`config.mk`:
```
export PLATFORM = sky130hd
export DESIGN_NAME = rule_range_clear
export DESIGN_NICKNAME = d
export VERILOG_FILES = /design/src/rtl/rrc_pkg.sv /design/src/rtl/rrc_cmd_decode.sv /design/src/rtl/rrc_walker.sv /design/src/rtl/rule_range_clear.sv
export SDC_FILE = /design/constraint.sdc
export NUM_CORES = 1
export LEC_CHECK = 0
export CAP_MARGIN = 20
export CORE_UTILIZATION = 47
export CTS_BUF_LIST = sky130_fd_sc_hd__clkbuf_4
export CTS_CLUSTER_DIAMETER = 50
export DETAILED_ROUTE_END_ITERATION = 16
export MAX_ROUTING_LAYER = met4
export PLACE_DENSITY = 0.85
export REMOVE_ABC_BUFFERS = 1
export SETUP_SLACK_MARGIN = 0.2
export SLEW_MARGIN = 15
export SYNTH_ARGS = -nofsm -noshare
export SYNTH_HDL_FRONTEND = slang
export SYNTH_SLANG_ARGS = --single-unit
```
`constraint.sdc`:
```
create_clock -name clk -period 2.15 [get_ports clk]
set_input_delay 0.3225 -clock clk [delete_from_list [all_inputs] [get_ports clk]]
set_output_delay 0.3225 -clock clk [all_outputs]
set_load 0.03 [all_outputs]
```
`src/rtl/rrc_pkg.sv`:
```
// Shared definitions for the rule table range-clear engine.
// Assumes: control field positions are fixed by the software-visible layout.
package rrc_pkg;
    // Walk sequencer states
    typedef enum logic [1:0] {
        ST_IDLE   = 2'd0,
        ST_WALK   = 2'd1,
        ST_REJECT = 2'd2
    } walk_state_e;

    // Bit position of the launch / busy flag
    localparam int LAUNCH_BIT = 0;
    // Lowest bit of the first-index field
    localparam int FIRST_LSB  = 1;
endpackage

```
`src/rtl/rrc_cmd_decode.sv`:
```
// Splits a control word into launch bit and indices and judges the span.
// Assumes: first index at FIRST_LSB, last index directly above it.
module rrc_cmd_decode
    import rrc_pkg::*;
#(
    parameter int IDX_W = 12,
    parameter int DEPTH = 256,
    localparam int CTRL_W = 2 * IDX_W + 1
) (
    input  logic [CTRL_W-1:0] word,
    output logic              launch,
    output logic [IDX_W-1:0]  first_idx,
    output logic [IDX_W-1:0]  last_idx,
    output logic              span_ok
);
    localparam int LAST_LSB = FIRST_LSB + IDX_W;

    // Field extraction and span legality test
    always_comb begin
        launch    = word[LAUNCH_BIT];
        first_idx = word[FIRST_LSB +: IDX_W];
        last_idx  = word[LAST_LSB +: IDX_W];
        span_ok   = (first_idx <= last_idx) && (32'(last_idx) < 32'(DEPTH));
    end
endmodule

```
`src/rtl/rrc_walker.sv`:
```
// Walk sequencer: steps one entry per cycle from first to last inclusive,
// or spends a single busy cycle on a rejected span.
// Assumes: start is only pulsed while idle.
module rrc_walker
    import rrc_pkg::*;
#(
    parameter int IDX_W = 12
) (
    input  logic             clk,
    input  logic             rst_n,
    input  logic             start,
    input  logic             start_ok,
    input  logic [IDX_W-1:0] first_idx,
    input  logic [IDX_W-1:0] last_idx,
    output logic             busy,
    output logic             clr_en,
    output logic [IDX_W-1:0] clr_idx
);
    walk_state_e      state;
    logic [IDX_W-1:0] cur_q;
    logic [IDX_W-1:0] end_q;

    // State, current index and end bound
    always_ff @(posedge clk) begin
        if (!rst_n) begin
            state <= ST_IDLE;
            cur_q <= '0;
            end_q <= '0;
        end else begin
            case (state)
                ST_IDLE: begin
                    if (start) begin
                        state <= start_ok ? ST_WALK : ST_REJECT;
                        cur_q <= first_idx;
                        end_q <= last_idx;
                    end
                end
                ST_WALK: begin
                    if (cur_q == end_q) state <= ST_IDLE;
                    else                cur_q <= cur_q + 1'b1;
                end
                default: state <= ST_IDLE;
            endcase
        end
    end

    // Output decode from state
    always_comb begin
        busy    = (state != ST_IDLE);
        clr_en  = (state == ST_WALK);
        clr_idx = cur_q;
    end
endmodule

```
`src/rtl/rule_range_clear.sv`:
```
// Top of the range-clear engine: control register, span decode, walker,
// clear port and lookup stall.
// Assumes: DEPTH fits in IDX_W index bits; DATA_W holds the control fields.
module rule_range_clear
    import rrc_pkg::*;
#(
    parameter int IDX_W       = 12,
    parameter int BLOCKS      = 4,
    parameter int BLK_ENTRIES = 64,
    parameter int DATA_W      = 32,
    localparam int DEPTH  = BLOCKS * BLK_ENTRIES,
    localparam int CTRL_W = 2 * IDX_W + 1
) (
    input  logic              clk,
    input  logic              rst_n,
    input  logic              ctl_wr_en,
    input  logic [DATA_W-1:0] ctl_wr_data,
    output logic [DATA_W-1:0] ctl_rd_data,
    output logic              clr_en,
    output logic [IDX_W-1:0]  clr_idx,
    output logic              lookup_ok
);
    logic             dec_launch;
    logic             dec_ok;
    logic [IDX_W-1:0] dec_first;
    logic [IDX_W-1:0] dec_last;
    logic             busy;
    logic             accept;
    logic [IDX_W-1:0] first_q;
    logic [IDX_W-1:0] last_q;
    logic             unused_hi_bits;

    assign unused_hi_bits = ^ctl_wr_data[DATA_W-1:CTRL_W];

    rrc_cmd_decode #(.IDX_W(IDX_W), .DEPTH(DEPTH)) u_dec (
        .word      (ctl_wr_data[CTRL_W-1:0]),
        .launch    (dec_launch),
        .first_idx (dec_first),
        .last_idx  (dec_last),
        .span_ok   (dec_ok)
    );

    // A launch is taken only from idle
    assign accept = ctl_wr_en && dec_launch && !busy;

    // Latch the indices of each accepted launch for readback
    always_ff @(posedge clk) begin
        if (!rst_n) begin
            first_q <= '0;
            last_q  <= '0;
        end else if (accept) begin
            first_q <= dec_first;
            last_q  <= dec_last;
        end
    end

    rrc_walker #(.IDX_W(IDX_W)) u_walk (
        .clk       (clk),
        .rst_n     (rst_n),
        .start     (accept),
        .start_ok  (dec_ok),
        .first_idx (dec_first),
        .last_idx  (dec_last),
        .busy      (busy),
        .clr_en    (clr_en),
        .clr_idx   (clr_idx)
    );

    // Readback word and lookup stall
    always_comb begin
        ctl_rd_data                         = '0;
        ctl_rd_data[LAUNCH_BIT]             = busy;
        ctl_rd_data[FIRST_LSB +: IDX_W]     = first_q;
        ctl_rd_data[FIRST_LSB+IDX_W +: IDX_W] = last_q;
        lookup_ok                           = !busy;
    end
endmodule

```
==> out/results.tsv, run 1 <==
metric	value	unit
outcome	complete, no violations	
top-level I/O count	81	
Startpoint Class	register	
Sum Neg Setup Slack	0	ps
Overflow after GRT	0	
fin crit share	0.878	
Synth-to-Final Area Change	36.5	%
hold violation count in the final report	0	
post-route cell area	3180	um^2
sequential power share	0.474	
switching power total	0.000560	W
Syn Area/Cell	7.97	um^2
DRT iter0 DRCs	222	
worst reg2reg path startpoint	u_walk.clr_idx[7]	
root buffer cell	clkbuf_4	
Clk Latency, worst-skew pair	370	ps
Comb pwr share	0.292	
Reg2Reg Depth	6	
Avg WL per Cell	14.9	um
Post-synth EDFFs	0	
Crit-path slowest cell	clkdlybuf4s50_1	
placed inst area	3080	um^2
Initial Util	0.489	
maximum operating frequency	529	MHz
largest net degree at the start of global routing	24	
RSZ-0062 raised after global routing	yes	
Final min period	1890	ps
Netlist cell types	49	
CTS Buf Count	5	
async set or reset register ratio after synthesis	0	
Primary FF master, synth	dfxtp_1	
Reg-to-Reg End	u_walk.clr_idx[10]	
nets	417	
cell count along the critical path	1	
Worst EP required	1830	ps
CP peak stage delay	730	ps
die extent in x	72.4	um
Clk pin slew, worst setup/hold paths	110	ps
Hold Buf Count CTS	0	
DRC Markers	0	
Setup crit end	clr_idx[7]	
die area	5240	um^2
final setup margin	261	ps
DIE HEIGHT	72.4	um
clock buffer depth	2	
leak pwr	1.33	nW
total track usage	0.262	
cell internal pwr	0.00108	W
Port-buffer cells	66	
register area share after synthesis	0.327	
reg2reg setup slack	270	ps
Pwr Total	0.00164	W
Worst VDD drop	0.339	mV
share of layout cells above drive strength 1	0.149	
Setup violations, final	0	
CTS tree	done	
WP buf/inv	1	
RD Place Congestion	0.908	
H-tree levels	2	
CTS Sinks	38	
Clk network pwr share	0.234	
vias in the first global route	2269	
final core utilization	0.668	
Post-Syn Area	2330	um^2
Clock Skews	11.7	ps
kind of critical path	register to output port	
DRT antenna net count	0	
Max-Cap Viols	0	
Hold Path Class	register to register	
CP Capture Type	output port	
critical path cell sequence	clkdlybuf4s50_1	
worst setup path start	u_walk.clr_idx[7]	
Sw Share	0.341	
max-slew violations	0	
Core Footprint	4750	um^2
length of the first detailed-routing pass in iterations	4	
detailed placer's ending HPWL	4870	um
initial antenna violation count	0	
first-pass GRT wire length	10300	um
post-place setup slack	-123	ps
PD cells	517	nW/um^2
antenna diode count	0	
Cells after Synth	292	
Filler cells	410	
via count	2421	
CP delay by family, top	buffers and inverters	
row count	25	
synth warn	0	
Data arrival, critical path	1570	ps
register bit total from synthesis	38	
vias per inst	5.54	
Routed Wire Length	6500	um
Max FO, Critical Path	6	
-- synthesized netlist by cell type, types with 2 or more instances --
master | n | area share
nor4_2 | 3 | 0.016
buf_6 | 5 | 0.024
nor2_1 | 7 | 0.011
o211ai_1 | 7 | 0.023
a22oi_1 | 2 | 0.0064
clkbuf_1 | 8 | 0.013
dfxtp_1 | 38 | 0.33
nand3_1 | 3 | 0.0064
a211o_1 | 2 | 0.0075
o21ai_0 | 8 | 0.017
buf_4 | 8 | 0.026
buf_2 | 3 | 0.0064
inv_1 | 17 | 0.027
nand2_1 | 70 | 0.11
o21ai_1 | 2 | 0.0043
o31ai_2 | 6 | 0.032
ha_1 | 13 | 0.070
and2_1 | 3 | 0.0081
nor3_1 | 3 | 0.0064
o31ai_1 | 2 | 0.0064
nor4_1 | 4 | 0.011
a21oi_1 | 35 | 0.075
a31oi_1 | 2 | 0.0054
xor2_1 | 12 | 0.045
nand4_1 | 4 | 0.011
nor3_2 | 2 | 0.0086
-- flip-flops by register name, indices dropped and copies added, names as in the netlist --
name	flops
first_q	12
last_q	8
u_walk.clr_idx	12
u_walk.end_q	4
u_walk.state	2
-- layer usage --
metal  track usage  vias up  part of all wire
li1              -     1150                 -
met1         0.312     1148              0.42
met2         0.437      104              0.50
met3        0.0417       19             0.065
met4         0.118        0             0.020
met5             -        -                 0
-- stage by stage --
| step | hold slack (ps) | std cells |
|---|---|---|
| floorplan | 455 | 273 |
| global placement | 444 | 427 |
| detailed placement | 449 | 427 |
| CTS | 464 | 435 |
| global route | 487 | 437 |
| finish | 465 | 437 |
-- repair_timing --
action                                  in CTS  in global routing
pin swaps                                    0                  1
endpoints found under the setup margin       1                 15
gates resized for setup                      1                  9
gates cloned                                 0                  0
buffers inserted                             0                  2
-- kinds of logic after synthesis --
logic type                 Yosys count  synth area share
and+or+nand+nor                    108             0.223
AOI/OAI and AO/OA                   75             0.226
buffers and inverters               43             0.100
DFF                                 38             0.327
adders and majority gates           13            0.0699
xor gates and xnor gates            13            0.0489
other                                1           0.00161
muxes                                1           0.00430
-- worst min-delay path by stage --
stage                from           endpoint  slack (ps)  cells after the start
2_1_floorplan       rst_n  u_walk.clr_idx[3]         460                      2
3_3_place_gp   first_q[8]         first_q[8]         440                      2
3_5_place_dp   first_q[9]         first_q[9]         450                      2
4_1_cts        first_q[7]         first_q[7]         460                      2
5_1_grt        first_q[3]         first_q[3]         490                      2
6_report       first_q[7]         first_q[7]         470                      2
-- power by group through the flow --
stage	clock, W	combinational, W	sequential (W)
floorplan	0	0.000190	0.000854
global placement	0	0.000459	0.000792
detailed placement	0	0.000471	0.000793
CTS	0.000390	0.000474	0.000778
global route	0.000416	0.000511	0.000784
finish	0.000385	0.000479	0.000779
-- layout make-up --
cell class | instances | area (um^2) | area share
multi-input combinational | 217 | 1370 | 0.430
tap | 67 | 83.8 | 0.0264
sequential | 38 | 764 | 0.241
inverter | 18 | 68.8 | 0.0217
timing repair buffer | 89 | 838 | 0.264
clock buffer | 6 | 45.0 | 0.0142
clock inverter | 2 | 8.76 | 0.00276
-- cells in the final DEF, fill, tap and decap left out, types with 4 or more instances in the layout --
cell type / count
nor4_1: 4
nor2_1: 7
o211ai_1: 7
clkbuf_4: 6
nand2_1: 70
a21oi_1: 35
inv_1: 17
o31ai_2: 6
dfxtp_1: 35
o21ai_0: 8
xor2_1: 12
buf_4: 24
conb_1: 7
clkdlybuf4s50_1: 62
ha_1: 13
nand4_1: 4
No activity file was read; power rests on OpenSTA's default activity.
==> run 2: changes to the inputs <==
ABC_AREA = 1   (was unset)
==> out/results.tsv, run 2 <==
metric	value	unit	change
outcome	complete, no violations		unchanged
DIE HEIGHT	72.5	um	was 72.4 um
RSZ-0062 raised after global routing	no		was yes
antenna diode count	0		unchanged
Worst VDD drop	0.362	mV	was 0.339 mV
Max FO, Critical Path	6		unchanged
most instantiated library cell after synthesis	nand2_1		unchanged
detailed placer's ending HPWL	4690	um	was 4870 um
Core Footprint	4750	um^2	unchanged
worst hold path endpoint	last_q[3]		was first_q[7]
synth warn	0		unchanged
Max-Cap Viols	0		unchanged
CTS Buf Count	5		unchanged
Comb pwr share	0.316		was 0.292
Clk Latency, worst-skew pair	360	ps	was 370 ps
Reg2Reg Depth	8		was 6
initial antenna violation count	0		unchanged
Non-Filler Instances	485		was 437
leak pwr	1.48	nW	was 1.33 nW
Netlist cell types	27		was 49
Setup violations, final	0		unchanged
die area	5250	um^2	was 5240 um^2
Cells after Synth	354		was 292
DRC Markers	0		unchanged
share of layout cells above drive strength 1	0.0502		was 0.149
die extent in x	72.5	um	was 72.4 um
Primary FF master, synth	dfxtp_1		unchanged
DRT antenna net count	0		unchanged
Hold Crit Depth	2		unchanged
H-tree levels	2		unchanged
Routed Wire Length	6210	um	was 6500 um
length of the first detailed-routing pass in iterations	4		unchanged
max_slew headroom	0.671		
Post-Syn Area	2330	um^2	about the same
Clk pin slew, worst setup/hold paths	110	ps	about the same
vias per inst	5.01		was 5.54
clock buffer depth	2		unchanged
min-delay src	last_q[3]		was first_q[7]
Yosys top cell area share	0.326		was 0.327
Hold Path Class	register to register		unchanged
sequential power share	0.471		was 0.474
Reg-to-Reg End	u_walk.clr_idx[10]		unchanged
reg2reg setup slack	500	ps	was 270 ps
Clk network pwr share	0.213		was 0.234
CP Capture Type	output port		unchanged
fin crit share	0.877		was 0.878
Yosys top cell by area	dfxtp_1		unchanged
CP peak stage delay	720	ps	was 730 ps
hold violation count in the final report	0		unchanged
Final min period	1890	ps	about the same
Startpoint Class	register		unchanged
RD Place Congestion	0.867		was 0.908
most frequent cells in the layout	80 x nand2_1, 60 x clkdlybuf4s50_1, 49 x nor2_1		was 70 x nand2_1, 62 x clkdlybuf4s50_1, 35 x a21oi_1, 35 x dfxtp_1, 24 x buf_4
commonest non-fill, non-tap cell in the layout	nand2_1		unchanged
Sw Share	0.358		was 0.341
nets	465		was 417
Overflow after GRT	0		unchanged
Crit-path slowest cell	clkdlybuf4s50_1		unchanged
placed insts	477		was 427
root buffer cell	clkbuf_4		unchanged
Hold Buf Count CTS	0		unchanged
cell internal pwr	0.00110	W	was 0.00108 W
Pwr Total	0.00171	W	was 0.00164 W
Worst EP required	1830	ps	about the same
worst slew pin tran	489	ps	
setup bufs post-CTS	0		unchanged
first-pass GRT wire length	10100	um	was 10300 um
vias in the first global route	2196		was 2269
Clock Skews	4.81	ps	was 11.7 ps
Min Hold Slack	491	ps	was 465 ps
Post-synth EDFFs	0		unchanged
total track usage	0.259		was 0.262
max-slew violations	0		unchanged
Port-buffer cells	66		unchanged
top-level I/O count	81		unchanged
CP delay by family, top	buffers and inverters		unchanged
list of most frequent post-synthesis cells	80 x nand2_1, 49 x nor2_1, 40 x inv_1		was 70 x nand2_1, 38 x dfxtp_1, 35 x a21oi_1
switching power total	0.000612	W	was 0.000560 W
PD cells	555	nW/um^2	was 517 nW/um^2
largest net degree at the start of global routing	39		was 24
Synth-to-Final Area Change	32.0	%	was 36.5%
worst reg2reg path startpoint	u_walk.clr_idx[0]		was u_walk.clr_idx[7]
maximum operating frequency	530	MHz	was 529 MHz
via count	2432		was 2421
Data arrival, critical path	1560	ps	was 1570 ps
Syn Area/Cell	6.59	um^2	was 7.97 um^2
final core utilization	0.648		was 0.668
register area share after synthesis	0.326		was 0.327
register bit total from synthesis	38		unchanged
Avg WL per Cell	12.8	um	was 14.9 um
post-place setup slack	-53.5	ps	was -123 ps
CTS Sinks	38		unchanged
final setup margin	265	ps	was 261 ps
Filler cells	431		was 410
kind of critical path	register to output port		unchanged
DRT iter0 DRCs	263		was 222
WP buf/inv	1		unchanged
row count	25		unchanged
async set or reset register ratio after synthesis	0		unchanged
Initial Util	0.491		was 0.489
critical path cell sequence	clkdlybuf4s50_1		unchanged
synth top area cells	dfxtp_1 33%, nand2_1 13%, nor2_1 7.9%		was dfxtp_1 33%, nand2_1 11%, a21oi_1 7.5%
CTS tree	done		unchanged
-- run 2: cell count changes after synthesis, moves of 5 or more --
cell and delta:
a21oi_1 -7, buf_2 +6, clkbuf_1 -5, inv_1 +23, nand2_1 +10, nand3_1 +20, nor2_1 +42, o211ai_1 -7
o21ai_0 +24, o31ai_2 -6, xnor2_1 +6, xor2_1 -11
-- run 2: worst max path at each step --
| stage | start | to | slack (ps) | cells past startpoint |
|---|---|---|---|---|
| after floorplan | u_walk.state[1] | first_q[0] | -320 | 5 |
| after global placement | ctl_wr_data[24] | u_walk.state[1] | 90 | 8 |
| after detailed placement | ctl_wr_data[24] | u_walk.state[1] | -50 | 8 |
| after CTS | u_walk.state[1] | lookup_ok | 200 | 2 |
| after global routing | u_walk.clr_idx[8] | clr_idx[8] | 210 | 1 |
| final | u_walk.clr_idx[4] | clr_idx[4] | 260 | 1 |
-- run 2: kinds of logic (layout without fill, tap and decap cells) --
logic type / count (synthesis) / count (layout) / synth area share
buffers and inverters: 65 / 123 / 0.132
AO/OA/AOI/OAI: 62 / 62 / 0.136
multiplexers: 1 / 1 / 0.00429
XOR/XNOR: 8 / 8 / 0.0300
AND/OR/NAND/NOR: 166 / 166 / 0.301
adder cells (fa/ha/maj): 13 / 13 / 0.0697
other: 1 / 7 / 0.00161
flip-flops: 38 / 38 / 0.326
-- run 2: area by class of cell --
class / instances / area, um^2 / area share
clock buffer: 5 / 37.5 / 0.0122
timing repair buffer: 73 / 737 / 0.239
multi-input combinational: 257 / 1290 / 0.420
sequential: 38 / 761 / 0.247
tap: 67 / 83.8 / 0.0272
inverter: 42 / 158 / 0.0512
clock inverter: 3 / 11.3 / 0.00366
-- run 2: through the flow --
step | area (um^2) | TNS, ps
6_report | 3080 | 0
5_1_grt | 3080 | 0
4_1_cts | 3060 | 0
3_5_place_dp | 3020 | -84.5
3_3_place_gp | 3020 | 0
2_1_floorplan | 2210 | -5580
-- run 2: metal layers --
layer,track usage,vias up,wire length (um)
li1,-,1239,-
met2,0.412,81,3040
met5,-,-,0
met3,0.0542,21,344
met4,0.124,0,185
met1,0.312,1091,2630
-- run 2: what timing repair did --
action / CTS / global route
hold endpoints to repair: 0 / 0
pin swaps: 0 / 0
setup endpoints to repair: 1 / 7
resized for setup: 1 / 6
-- run 2: power by group through the flow --
stage / Sequential, W / Combinational [W] / Clock (W)
after floorplan: 0.000906 / 0.000216 / 0
after global placement: 0.000820 / 0.000519 / 0
after detailed placement: 0.000821 / 0.000537 / 0
after global routing: 0.000814 / 0.000586 / 0.000404
after CTS: 0.000805 / 0.000538 / 0.000373
final: 0.000806 / 0.000539 / 0.000364
==> run 3: changes to the inputs <==
CORE_UTILIZATION = 59   (was 47)
DONT_BUFFER_PORTS = 1   (was unset)
PLACE_DENSITY = 0.77   (was 0.85)
==> out/results.tsv, run 3 (synthesis gave the netlist of run 2 again) <==
metric	value	unit	change
outcome	complete, no violations		unchanged
hold violation count in the final report	0		unchanged
top-level I/O count	81		unchanged
clock buffer depth	2		unchanged
max-slew violations	0		unchanged
Crit-path slowest cell	nand3_1		was clkdlybuf4s50_1
Routed Wire Length	5410	um	was 6210 um
Hold Path Class	input pin to register		was register to register
Hold Buf Count CTS	0		unchanged
WP buf/inv	1		unchanged
Filler cells	356		was 431
root buffer cell	clkbuf_4		unchanged
H-tree levels	2		unchanged
Initial Util	0.628		was 0.491
Startpoint Class	register		unchanged
Pwr Total	0.00169	W	was 0.00171 W
via count	2211		was 2432
post-place setup slack	512	ps	was -53.5 ps
DRT iter0 DRCs	167		was 263
placed inst area	2410	um^2	was 3020 um^2
row count	22		was 25
maximum operating frequency	609	MHz	was 530 MHz
CTS tree	done		unchanged
setup bufs post-CTS	0		unchanged
detailed placer's ending HPWL	4150	um	was 4690 um
CP Capture Type	register		was output port
vias in the first global route	2041		was 2196
Core Footprint	3720	um^2	was 4750 um^2
post-route cell area	2490	um^2	was 3080 um^2
Final min period	1640	ps	was 1890 ps
antenna diode count	0		unchanged
RD Place Congestion	0.872		was 0.867
commonest non-fill, non-tap cell in the layout	nand2_1		unchanged
kind of critical path	register to register		was register to output port
nets	411		was 465
post-cts sizing count	0		was 1
final setup margin	508	ps	was 265 ps
Data arrival, critical path	1900	ps	was 1560 ps
first-pass GRT wire length	9070	um	was 10100 um
most frequent cells in the layout	80 x nand2_1, 49 x nor2_1, 40 x inv_1		was 80 x nand2_1, 60 x clkdlybuf4s50_1, 49 x nor2_1
initial antenna violation count	0		unchanged
FF+latch area	761	um^2	unchanged
Setup violations, final	0		unchanged
worst slew pin tran	506	ps	was 489 ps
Clock Skews	13.4	ps	was 4.81 ps
largest net degree at the start of global routing	39		unchanged
vias per inst	5.37		was 5.01
Synth-to-Final Area Change	6.54	%	was 32.0%
Max-Cap Viols	0		unchanged
RSZ-0062 raised after global routing	no		unchanged
PD cells	680	nW/um^2	was 555 nW/um^2
CTS Buf Count	5		unchanged
Min Hold Slack	76.7	ps	was 491 ps
Multi-input gate area	1290	um^2	about the same
critical path cell sequence	nor2_1, nand3_1, buf_4, nand2_4, nand2_1, nand2_1, nor2_1		was clkdlybuf4s50_1
die extent in x	64.9	um	was 72.5 um
fin crit share	0.764		was 0.877
DRT antenna net count	0		unchanged
Port-buffer cells	0		was 66
CTS Sinks	38		unchanged
CP peak stage delay	390	ps	was 720 ps
Overflow after GRT	0		unchanged
CP delay by family, top	simple AND/OR/NAND/NOR gates		was buffers and inverters
Clk pin slew, worst setup/hold paths	130	ps	was 110 ps
die area	4210	um^2	was 5250 um^2
share of layout cells above drive strength 1	0.0962		was 0.0502
DIE HEIGHT	64.9	um	was 72.5 um
total track usage	0.286		was 0.259
Clk Latency, worst-skew pair	350	ps	was 360 ps
Avg WL per Cell	13.1	um	was 12.8 um
leak pwr	1.24	nW	was 1.48 nW
max_slew headroom	0.662		was 0.671
Worst VDD drop	0.417	mV	was 0.362 mV
length of the first detailed-routing pass in iterations	4		unchanged
Sum Neg Setup Slack	0	ps	unchanged
Max FO, Critical Path	13		was 6
DRC Markers	0		unchanged
Worst EP required	2400	ps	was 1830 ps
==> run 3: cell types whose count changed in the layout (fill, tap and decap cells not counted) <==
cell             previous run  this run
clkdlybuf4s50_1            60         0
buf_4                       6        19
dlymetal6s2s_1              5         0
clkinv_1                    4         1
clkinv_2                    0         2
buf_12                      1         0
bufinv_16                   0         1
dlygate4sd2_1               1         0
nor3_1                      2         3
nor3_2                      1         0
==> run 3: where the power goes <==
group	leakage [nW]	internal (W)	switching, W
clock network	0.0450	0.000241	0.000253
logic	0.885	0.000125	0.000211
registers	0.313	0.000753	0.000108
==> run 3: final cells by class <==
class | instances | share of cell area
Tap cell | 48 | 0.0242
Multi-Input combinational cell | 257 | 0.518
Clock buffer | 5 | 0.0151
Clock inverter | 3 | 0.0161
Inverter | 42 | 0.0634
Timing Repair Buffer | 19 | 0.0574
Sequential cell | 38 | 0.306
==> run 3: stage by stage <==
stage	std cells	utilization
2_1_floorplan	337	-
3_5_place_dp	404	0.648
6_report	412	0.669
4_1_cts	412	0.669
3_3_place_gp	404	0.648
5_1_grt	412	0.669
==> run 3: final timing paths <==
check                       endpoint         startpoint  cells past startpoint  slack (ps)
hold / removal    u_walk.clr_idx[10]              rst_n                      2          80
setup reg to reg   u_walk.clr_idx[4]    u_walk.state[1]                      7         510
hold reg to reg    u_walk.clr_idx[4]  u_walk.clr_idx[4]                      2         540
setup / recovery   u_walk.clr_idx[4]    u_walk.state[1]                      7         510
==> run 3: per-layer routing <==
| metal | GRT usage | vias to the layer above | routed length (um) |
|---|---|---|---|
| li1 | - | 1129 | - |
| met1 | 0.341 | 999 | 2310 |
| met2 | 0.460 | 75 | 2600 |
| met3 | 0.0845 | 8 | 415 |
| met4 | 0.0917 | 0 | 81 |
| met5 | - | - | 0 |
==> run 3: worst reg2reg max path, cell delays in order, from the launching register on <==
cell and delay, ps:
dfxtp_1 350, nor2_1 150, nand3_1 390, buf_4 350, nand2_4 140, nand2_1 60
nand2_1 60, nor2_1 30
